===== src/rtl/i2c_tgt_pkg.sv =====
`timescale 1ns/1ps
package i2c_tgt_pkg;
  localparam int BYTE_W = 8;
  localparam int ADDR_W = 7;

  typedef enum logic [3:0] {
    ST_IDLE,
    ST_ADDR,
    ST_AACK,
    ST_RX,
    ST_RACK,
    ST_RWAIT,
    ST_TX,
    ST_TACK,
    ST_TWAIT,
    ST_SKIP
  } tgt_state_t;
endpackage


===== src/rtl/i2c_tgt_sync.sv =====
`timescale 1ns/1ps
// Multi-stage synchroniser with one extra history stage per line.
module i2c_tgt_sync #(
  parameter int STAGES = 2,
  parameter int LINES  = 2
) (
  input  logic             clk,
  input  logic             rst_n,
  input  logic [LINES-1:0] raw,
  output logic [LINES-1:0] now,
  output logic [LINES-1:0] prev
);
  for (genvar g = 0; g < LINES; g++) begin : g_line
    logic [STAGES:0] chain;
    always_ff @(posedge clk or negedge rst_n) begin
      if (!rst_n) chain <= '1;
      else        chain <= {chain[STAGES-1:0], raw[g]};
    end
    assign now[g]  = chain[STAGES-1];
    assign prev[g] = chain[STAGES];
  end
endmodule


===== src/rtl/i2c_tgt_cond.sv =====
`timescale 1ns/1ps
// Bus event decoder: SCL edges, START/STOP, busy flag.
module i2c_tgt_cond (
  input  logic clk,
  input  logic rst_n,
  input  logic scl_now,
  input  logic scl_prev,
  input  logic sda_now,
  input  logic sda_prev,
  output logic scl_rise,
  output logic scl_fall,
  output logic start_p,
  output logic stop_p,
  output logic bus_busy
);
  logic scl_steady_hi;

  assign scl_steady_hi = scl_now & scl_prev;
  assign scl_rise      = scl_now & ~scl_prev;
  assign scl_fall      = ~scl_now & scl_prev;
  assign start_p       = scl_steady_hi & sda_prev & ~sda_now;
  assign stop_p        = scl_steady_hi & ~sda_prev & sda_now;

  always_ff @(posedge clk or negedge rst_n) begin
    if (!rst_n)       bus_busy <= 1'b0;
    else if (start_p) bus_busy <= 1'b1;
    else if (stop_p)  bus_busy <= 1'b0;
  end
endmodule


===== src/rtl/i2c_tgt_addr_cmp.sv =====
`timescale 1ns/1ps
// Address comparator: own address and optional general call.
module i2c_tgt_addr_cmp #(
  parameter int AW = 7
) (
  input  logic [AW:0] addr_byte,
  input  logic [AW:0] cfg_addr,
  output logic        hit
);
  logic own_hit;
  logic gc_hit;

  assign own_hit = (addr_byte[AW:1] == cfg_addr[AW:1]);
  assign gc_hit  = cfg_addr[0] & (addr_byte == '0);
  assign hit     = own_hit | gc_hit;
endmodule


===== src/rtl/i2c_tgt_engine.sv =====
`timescale 1ns/1ps
// Byte sequencer: address phase, acknowledge, receive/transmit, stretching.
module i2c_tgt_engine
  import i2c_tgt_pkg::*;
#(
  parameter int DW = BYTE_W
) (
  input  logic          clk,
  input  logic          rst_n,
  input  logic          start_p,
  input  logic          stop_p,
  input  logic          scl_rise,
  input  logic          scl_fall,
  input  logic          sda_now,
  input  logic          addr_hit,
  output logic [DW-1:0] shreg,
  output logic          sda_pull,
  output logic          scl_hold,
  output logic          irq_match,
  output logic          addressed,
  output logic          rd_mode,
  output logic          rx_valid,
  input  logic          rx_ready,
  output logic [DW-1:0] rx_data,
  input  logic          tx_valid,
  output logic          tx_ready,
  input  logic [DW-1:0] tx_data
);
  localparam int CW = $clog2(DW + 1);
  localparam logic [CW-1:0] LAST_BIT = CW'(DW);
  localparam logic [CW-1:0] LAST_TX  = CW'(DW - 1);

  tgt_state_t    state;
  logic [CW-1:0] bitcnt;
  logic [DW-1:0] txsr;
  logic          nack_q;
  logic          tx_load;
  logic          rx_drain;

  assign tx_ready = (state == ST_TWAIT) |
                    (scl_fall & (((state == ST_AACK) & rd_mode) |
                                 ((state == ST_TACK) & ~nack_q)));
  assign tx_load  = tx_ready & tx_valid & ~start_p & ~stop_p;
  assign rx_drain = rx_valid & rx_ready;

  always_ff @(posedge clk or negedge rst_n) begin
    if (!rst_n) begin
      state     <= ST_IDLE;
      bitcnt    <= '0;
      shreg     <= '0;
      txsr      <= '0;
      nack_q    <= 1'b0;
      sda_pull  <= 1'b0;
      scl_hold  <= 1'b0;
      irq_match <= 1'b0;
      addressed <= 1'b0;
      rd_mode   <= 1'b0;
      rx_valid  <= 1'b0;
      rx_data   <= '0;
    end else begin
      irq_match <= 1'b0;
      if (rx_drain) rx_valid <= 1'b0;

      if (start_p) begin
        state     <= ST_ADDR;
        bitcnt    <= '0;
        sda_pull  <= 1'b0;
        scl_hold  <= 1'b0;
        addressed <= 1'b0;
      end else if (stop_p) begin
        state     <= ST_IDLE;
        sda_pull  <= 1'b0;
        scl_hold  <= 1'b0;
        addressed <= 1'b0;
      end else begin
        unique case (state)
          ST_ADDR: begin
            if (scl_rise) begin
              shreg  <= {shreg[DW-2:0], sda_now};
              bitcnt <= bitcnt + 1'b1;
            end else if (scl_fall && bitcnt == LAST_BIT) begin
              if (addr_hit) begin
                sda_pull  <= 1'b1;
                irq_match <= 1'b1;
                addressed <= 1'b1;
                rd_mode   <= shreg[0];
                state     <= ST_AACK;
              end else begin
                state <= ST_SKIP;
              end
            end
          end
          ST_AACK: begin
            if (scl_fall) begin
              sda_pull <= 1'b0;
              bitcnt   <= '0;
              if (rd_mode) begin
                if (!tx_valid) begin
                  scl_hold <= 1'b1;
                  state    <= ST_TWAIT;
                end
              end else if (rx_valid && !rx_ready) begin
                scl_hold <= 1'b1;
                state    <= ST_RWAIT;
              end else begin
                state <= ST_RX;
              end
            end
          end
          ST_RX: begin
            if (scl_rise) begin
              shreg  <= {shreg[DW-2:0], sda_now};
              bitcnt <= bitcnt + 1'b1;
            end else if (scl_fall && bitcnt == LAST_BIT) begin
              rx_data  <= shreg;
              rx_valid <= 1'b1;
              sda_pull <= 1'b1;
              state    <= ST_RACK;
            end
          end
          ST_RACK: begin
            if (scl_fall) begin
              sda_pull <= 1'b0;
              bitcnt   <= '0;
              if (rx_valid && !rx_ready) begin
                scl_hold <= 1'b1;
                state    <= ST_RWAIT;
              end else begin
                state <= ST_RX;
              end
            end
          end
          ST_RWAIT: begin
            if (!rx_valid || rx_ready) begin
              scl_hold <= 1'b0;
              state    <= ST_RX;
            end
          end
          ST_TX: begin
            if (scl_hold) scl_hold <= 1'b0;
            if (scl_fall) begin
              if (bitcnt == LAST_TX) begin
                sda_pull <= 1'b0;
                state    <= ST_TACK;
              end else begin
                txsr     <= {txsr[DW-2:0], 1'b0};
                sda_pull <= ~txsr[DW-2];
                bitcnt   <= bitcnt + 1'b1;
              end
            end
          end
          ST_TACK: begin
            if (scl_rise) begin
              nack_q <= sda_now;
            end else if (scl_fall) begin
              if (nack_q) begin
                state <= ST_SKIP;
              end else if (!tx_valid) begin
                scl_hold <= 1'b1;
                state    <= ST_TWAIT;
              end
            end
          end
          ST_TWAIT: ;
          default: ;
        endcase

        if (tx_load) begin
          txsr     <= tx_data;
          sda_pull <= ~tx_data[DW-1];
          bitcnt   <= '0;
          state    <= ST_TX;
        end
      end
    end
  end
endmodule


===== src/rtl/i2c_target_ctl.sv =====
`timescale 1ns/1ps
module i2c_target_ctl
  import i2c_tgt_pkg::*;
#(
  parameter int SYNC_STAGES = 2
) (
  input  logic              clk,
  input  logic              rst_n,
  input  logic              scl_in,
  input  logic              sda_in,
  output logic              scl_hold,
  output logic              sda_pull,
  input  logic [ADDR_W:0]   cfg_addr,
  output logic              bus_busy,
  output logic              irq_match,
  output logic              addressed,
  output logic              rd_mode,
  output logic              rx_valid,
  input  logic              rx_ready,
  output logic [BYTE_W-1:0] rx_data,
  input  logic              tx_valid,
  output logic              tx_ready,
  input  logic [BYTE_W-1:0] tx_data
);
  logic [1:0]        line_now;
  logic [1:0]        line_prev;
  logic              scl_now;
  logic              scl_prev;
  logic              sda_now;
  logic              sda_prev;
  logic              scl_rise;
  logic              scl_fall;
  logic              start_p;
  logic              stop_p;
  logic              addr_hit;
  logic [BYTE_W-1:0] shreg;

  i2c_tgt_sync #(.STAGES(SYNC_STAGES), .LINES(2)) u_sync (
    .clk  (clk),
    .rst_n(rst_n),
    .raw  ({sda_in, scl_in}),
    .now  (line_now),
    .prev (line_prev)
  );

  assign scl_now  = line_now[0];
  assign sda_now  = line_now[1];
  assign scl_prev = line_prev[0];
  assign sda_prev = line_prev[1];

  i2c_tgt_cond u_cond (
    .clk     (clk),
    .rst_n   (rst_n),
    .scl_now (scl_now),
    .scl_prev(scl_prev),
    .sda_now (sda_now),
    .sda_prev(sda_prev),
    .scl_rise(scl_rise),
    .scl_fall(scl_fall),
    .start_p (start_p),
    .stop_p  (stop_p),
    .bus_busy(bus_busy)
  );

  i2c_tgt_addr_cmp #(.AW(ADDR_W)) u_cmp (
    .addr_byte(shreg),
    .cfg_addr (cfg_addr),
    .hit      (addr_hit)
  );

  i2c_tgt_engine #(.DW(BYTE_W)) u_eng (
    .clk      (clk),
    .rst_n    (rst_n),
    .start_p  (start_p),
    .stop_p   (stop_p),
    .scl_rise (scl_rise),
    .scl_fall (scl_fall),
    .sda_now  (sda_now),
    .addr_hit (addr_hit),
    .shreg    (shreg),
    .sda_pull (sda_pull),
    .scl_hold (scl_hold),
    .irq_match(irq_match),
    .addressed(addressed),
    .rd_mode  (rd_mode),
    .rx_valid (rx_valid),
    .rx_ready (rx_ready),
    .rx_data  (rx_data),
    .tx_valid (tx_valid),
    .tx_ready (tx_ready),
    .tx_data  (tx_data)
  );
endmodule


===== config.mk =====
export PLATFORM = sky130hd
export DESIGN_NAME = i2c_target_ctl
export DESIGN_NICKNAME = d
export VERILOG_FILES = /design/src/rtl/i2c_tgt_pkg.sv /design/src/rtl/i2c_tgt_sync.sv /design/src/rtl/i2c_tgt_cond.sv /design/src/rtl/i2c_tgt_addr_cmp.sv /design/src/rtl/i2c_tgt_engine.sv /design/src/rtl/i2c_target_ctl.sv
export SDC_FILE = /design/constraint.sdc
export NUM_CORES = 1
export LEC_CHECK = 0
export CORE_ASPECT_RATIO = 1.4
export CORE_MARGIN = 4
export CORE_UTILIZATION = 50
export CTS_CLUSTER_SIZE = 24
export DETAILED_ROUTE_END_ITERATION = 10
export PLACE_DENSITY = 0.82
export SETUP_SLACK_MARGIN = 0.15
export SLEW_MARGIN = 20
export SYNTH_ARGS = -nofsm -noshare
export SYNTH_HDL_FRONTEND = slang
export SYNTH_SLANG_ARGS = --single-unit

===== constraint.sdc =====
create_clock -name clk -period 2.05 [get_ports clk]
set_input_delay 0.615 -clock clk [delete_from_list [all_inputs] [get_ports clk]]
set_output_delay 0.615 -clock clk [all_outputs]
set_load 0.02 [all_outputs]

=== Word level (Yosys, flattened, before mapping) ===
Index checks and enable logic that the tools add are counted.
Widths: inputs -> output; s select.

* Bits in registers: 45
* Bits of input ports: 22
* Output and inout bits: 16
* Logic and storage cells: 182

* Add/sub/neg operators: 1
* Equal/unequal tests: 37
* Mux-type cells: 73
* Bitwise operators: 28
* Reduce and logical (&&, ||, !) cells: 28

{| class="wikitable"
|+ Operator list
! kind !! number
|-
| $mux 4 || 25
|-
| $ne 5x1->1 const B || 9
|-
| $mux 1 || 39
|-
| $mux 7 || 4
|-
| $ne 4x1->1 const B || 7
|-
| $pmux 4 s7 || 1
|-
| $eq 4x3->1 const B || 5
|-
| $ne 5x2->1 const B || 4
|-
| $and 1x1->1 || 15
|-
| $reduce_bool 7->1 || 2
|-
| $ne 4x2->1 const B || 3
|-
| $pmux 4 s3 || 1
|-
| $reduce_and 12->1 || 1
|-
| $reduce_and 4->1 || 3
|-
| $reduce_and 6->1 || 2
|-
| $not 1->1 || 10
|-
| $reduce_and 5->1 || 2
|-
| $reduce_bool 10->1 || 1
|-
| $reduce_bool 3->1 || 3
|-
| $eq 4x2->1 const B || 2
|-
| $eq 4x4->1 const B || 2
|-
| $logic_not 8->1 || 1
|-
| $reduce_and 8->1 || 1
|-
| $eq 7x7->1 || 1
|-
| 15 further kinds || 23
|}

=== Longest topological paths before layout ===
* Depth in word-level cells: 11
* Depth in mapped cells: 8
* Gate-level depth less buffers: 7

=== By module ===
Synthesis repeated with hierarchy kept, for this count alone.

* Cells, all modules: 248
* Area, all modules: 2605.0 um^2

{| class="wikitable"
|+ Modules (own cells, without submodules)
! module !! times used !! cells each !! area each (um^2) !! seq. area each (um^2)
|-
| i2c_tgt_engine || 1 || 215 || 2240.9 || 950.9
|-
| i2c_tgt_sync || 1 || 10 || 187.7 || 157.7
|-
| i2c_tgt_addr_cmp || 1 || 13 || 103.8 || 0.0
|-
| i2c_tgt_cond || 1 || 10 || 72.6 || 25.0
|}

=== Worst setup path after synthesis ===
OpenSTA, ideal clock, no wires.

* Path kind: register to output
* From: reg u_eng.state[0]
* To: out tx_ready
* Arrival time: 1299 ps
* Required time: 1435 ps
* Path slack: 136 ps
* Stages on the path, launching flop included: 5
* Path buffers: 1
* Cell sequence: dfrtp_1 -> buf_2 -> and3b_1 -> o211a_1 -> or2_2

* Word-level cells in the longest chain between the ends: 5
* Elaborated cells on any way between the ends: 8
* Classes of those cells: 3 x eq/ne; 5 x bitwise

{| class="wikitable"
|+ Ends and longest elaborated chain
! what !! RTL line !! text
|-
| start: declaration || i2c_tgt_engine.sv:33 || <nowiki>tgt_state_t state;</nowiki>
|-
| start signal: assignment || i2c_tgt_engine.sv:48 || <nowiki>state <= ST_IDLE;</nowiki>
|-
| start signal: assignment || i2c_tgt_engine.sv:65 || <nowiki>state <= ST_ADDR;</nowiki>
|-
| start signal: assignment || i2c_tgt_engine.sv:71 || <nowiki>state <= ST_IDLE;</nowiki>
|-
| $eq 4x2->1 / $eq 4x3->1 (equally long branches) || i2c_tgt_engine.sv:41, i2c_tgt_engine.sv:42 ||
|-
| $and 1x1->1, on equally long branches || i2c_tgt_engine.sv:41, i2c_tgt_engine.sv:42 ||
|-
| $or 1x1->1 || i2c_tgt_engine.sv:41 || <nowiki>(scl_fall & (((state == ST_AACK) & rd_mode) |</nowiki>
|-
| $and 1x1->1 || i2c_tgt_engine.sv:41 ||
|-
| $or 1x1->1 * || i2c_tgt_engine.sv:40 || <nowiki>assign tx_ready = (state == ST_TWAIT) |</nowiki>
|-
| end: declaration || i2c_target_ctl.sv:22 || <nowiki>output logic tx_ready,</nowiki>
|}

Every way passes the cells marked *; elsewhere a longest branch is shown, timed or not.

=== Worst setup path after layout ===
* From: reg u_eng.state[2]
* To: out tx_ready

Same word-level chain as after synthesis.

==> out/qor.yml <==
clock_tree:
  cts-root-buf: "clkbuf_8"
  htree_levels: 2
  cts.path.max_buffers: 2
  cts_buffers: 5
  clk_latency_ns: 0.30
  cts.sinks: 45
  cts_tree: "done"
  clk_pin_slew_ns: 0.09
  holdBufCountCts: 0
drt:
  dr.pass1.iters: 4
  viasPerCell: 5.76
  drt_iter0_drc: 93
  wirelength_mm: 6.66
  wire_per_inst_um: 16.8
  ant_nets: 0
  vias: 2282
  drc_errors: 0
final_layout:
  final_cells: 396
  syn_to_final_growth_pct: 41.3
  layout-drive-gt1-share: 0.328
  antennaDiodeCount: 0
  utilization: 0.729
  nets: 355
worst_setup_path:
  critical-path-max-stage-delay_ns: 0.42
  r2r_end: "u_eng.bitcnt[2]"
  r2r-start: "u_eng.state[0]"
  crit_slowest_cell: "dfrtp_1"
  required_ns: 1.43
  cp_max_fo: 4
  reg2reg_slack_ns: 0.14
  path_buf_inv: 1
  cp_top_family: "flip-flops"
  cp_cell_sequence: "and3b_1, o211a_1, or2_4, buf_6"
  cp.arrival_ns: 1.46
  cp-start-kind: "flip-flop"
  crit_type: "flip-flop to output port"
  worstRegToRegCells: 7
  endpoint_kind: "output port"
pwr:
  peakVddDrop_mv: 0.835
  p_leak_nw: 1.72
  power_density_nw_per_um2: 1030
floorplan:
  core_area_um2: 4840
  die_y_um: 91.6
  die_area_um2: 6210
  num_rows: 30
  die_x_um: 67.7
  start_util: 0.516
  pin_count: 38
logic_synthesis:
  synth_top_family_by_area: "compound AO/OA/AOI/OAI gates"
  synth_compound_area_frac: 0.197
  seq_area_frac_synth: 0.454
  synthAdderAreaFrac: 0.0100
  netlist_area_um2: 2500
  ys_types: 64
  synthMuxAreaShare: 0.0851
  avgSynthCellArea_um2: 10.1
  synth-edff-count: 0
  ys.flop_type: "dfrtp_1"
  synthXorXnorAreaFrac: 0.0315
  ys_async_sr_fraction: 1.00
  ys_ff_latch: 45
  synth_warnings: 0
  synthCells: 248
  synth-simple-area-share: 0.189
  synth_nets: 272
placed_design:
  placed_cells: 376
  routabilityCongestion: 0.914
  preCtsSetupSlack_ns: -0.264
  hpwl_mm: 4.71
  port_buffers: 37
flow_run:
  cap_viol_max_count: 0
grt:
  antenna_found_initial: 0
  grt-ovfl-total: 0
  grt_max_degree: 46
  grt_usage: 0.223
  grt_pass1_vias: 2300
  grt_first_pass_wirelength_mm: 10.6
timing:
  max_freq_mhz: 482
  rsz0062_at_grt: "yes"
  worstMarginPinSlew_ns: 0.445
  hold_viol: 0
  setup_viol: 1
  holdWs_ns: 0.289
  finalWorstSetupSlack_ns: -0.0268
  drv_slew: 0
  finalCriticalPeriod_ns: 2.08
  slew_headroom: 0.699
  post-route-period-util: 1.01
  clock_skew_ns: 0.00455
outcome:
  outcome: "complete, but fails checks"
  violations: "setup timing"
min_path:
  hold_path.class: "primary input to async pin"
## flip-flops by register name (all words and copies together) (netlist names)
name,flops
u_eng.sda_pull,1
u_eng.irq_match,1
u_eng.rx_valid,1
u_eng.rx_data,8
u_eng.txsr,7
u_eng.bitcnt,4
u_cond.bus_busy,1
u_eng.shreg,8
u_sync.g_line.chain,6
u_eng.scl_hold,1
u_eng.nack_q,1
u_eng.addressed,1
u_eng.state,4
u_eng.rd_mode,1
## through the flow
stage	instance area (µm²)	setup TNS (ns)	total power (W)
finish	3530	-0.0268	0.00363
global route	3530	-0.0950	0.00385
CTS	3370	-0.0655	0.00346
detailed placement	3200	-1.36	0.00277
global placement	3200	-1.31	0.00274
floorplan	2500	0	0.00222
## power by group
group | internal (W) | total (W) | switching (W)
registers | 0.00112 | 0.00134 | 0.000224
clock network | 0.000249 | 0.000575 | 0.000327
logic | 0.000863 | 0.00172 | 0.000854
total | 0.00223 | 0.00363 | 0.00140
## routing by layer
metal	track usage	vias up	wire length, µm	part of all wire
met5	0	-	0	0
met4	0.0745	0	154	0.023
met3	0.0343	16	220	0.033
met2	0.397	63	3620	0.54
met1	0.262	1125	2670	0.40
li1	-	1078	-	-
## worst register-to-register path, delay by kind of cell, from the launching register on
kind / cells / cell delay, ns
AOI/OAI and AO/OA: 2 / 0.27
buffers and inverters: 2 / 0.30
DFF: 1 / 0.40
and+or+nand+nor: 3 / 0.87
## layout make-up
class / count / area (µm²)
Multi-Input combinational cell: 183 / 1400
Clock buffer: 5 / 68.8
Timing Repair Buffer: 85 / 786
Inverter: 11 / 41.3
Sequential cell: 45 / 1130
Fill cell: 347 / 1310
Clock inverter: 3 / 25.0
Tap cell: 64 / 80.1
## worst max path at each step
stage	startpoint	to	slack [ns]	cells after the start
2_1_floorplan	u_sync.g_line[0].chain[1]	u_eng.bitcnt[3]	0.20	5
3_5_place_dp	cfg_addr[7]	u_eng.state[0]	-0.26	7
6_report	u_eng.state[2]	tx_ready	-0.03	4
4_1_cts	u_eng.state[2]	tx_ready	-0.07	4
3_3_place_gp	cfg_addr[7]	u_eng.state[0]	-0.29	7
5_1_grt	u_eng.state[2]	tx_ready	-0.09	4
## synth_stat cells (5+ instances only)
| cell type | count | area share |
|---|---|---|
| dfstp_2 | 6 | 0.063 |
| dfrtp_1 | 39 | 0.39 |
| inv_1 | 11 | 0.017 |
| nor2_1 | 19 | 0.029 |
| o21ai_0 | 11 | 0.022 |
| mux2_2 | 18 | 0.081 |
| o22ai_1 | 5 | 0.013 |
| a21oi_1 | 18 | 0.036 |
| nand2b_1 | 6 | 0.015 |
| nor2b_1 | 6 | 0.015 |
| nand3_1 | 5 | 0.010 |
| xnor2_1 | 7 | 0.025 |
| nand2_1 | 12 | 0.018 |
## cell families after synthesis
logic type / Yosys count
AND/OR/NAND/NOR: 82
AO/OA/AOI/OAI: 71
flip-flops: 45
buffers and inverters: 20
multiplexers: 19
XOR/XNOR: 9
adder cells (fa/ha/maj): 2
## cell usage in the layout (no fill, tap or decap), drive strengths merged, types with 3 or more instances in the layout
cell type,Yosys,final
a21oi,18,18
a31oi,3,3
and3,3,3
buf,6,50
clkbuf,3,5
clkdlybuf4s50,0,13
dfrtp,39,39
dfstp,6,6
dlygate4sd2,0,13
dlymetal6s2s,0,9
inv,11,13
mux2,18,18
nand2,12,12
nand2b,7,7
nand3,5,5
nand4,3,3
nand4b,3,3
nor2,19,19
nor2b,6,6
nor3,4,4
o211ai,4,4
o21ai,12,12
o21bai,3,3
o22ai,5,5
o31a,3,3
or2,4,4
xnor2,7,7
## timing repair
item / 4_1_cts / 5_1_grt
buffers inserted: 5 / 7
hold endpoints to repair: 0 / 0
setup endpoints to repair: 16 / 33
resized for setup: 34 / 27
gates cloned: 0 / 0
pin swaps: 22 / 16
(Power assumes the default switching activity.)
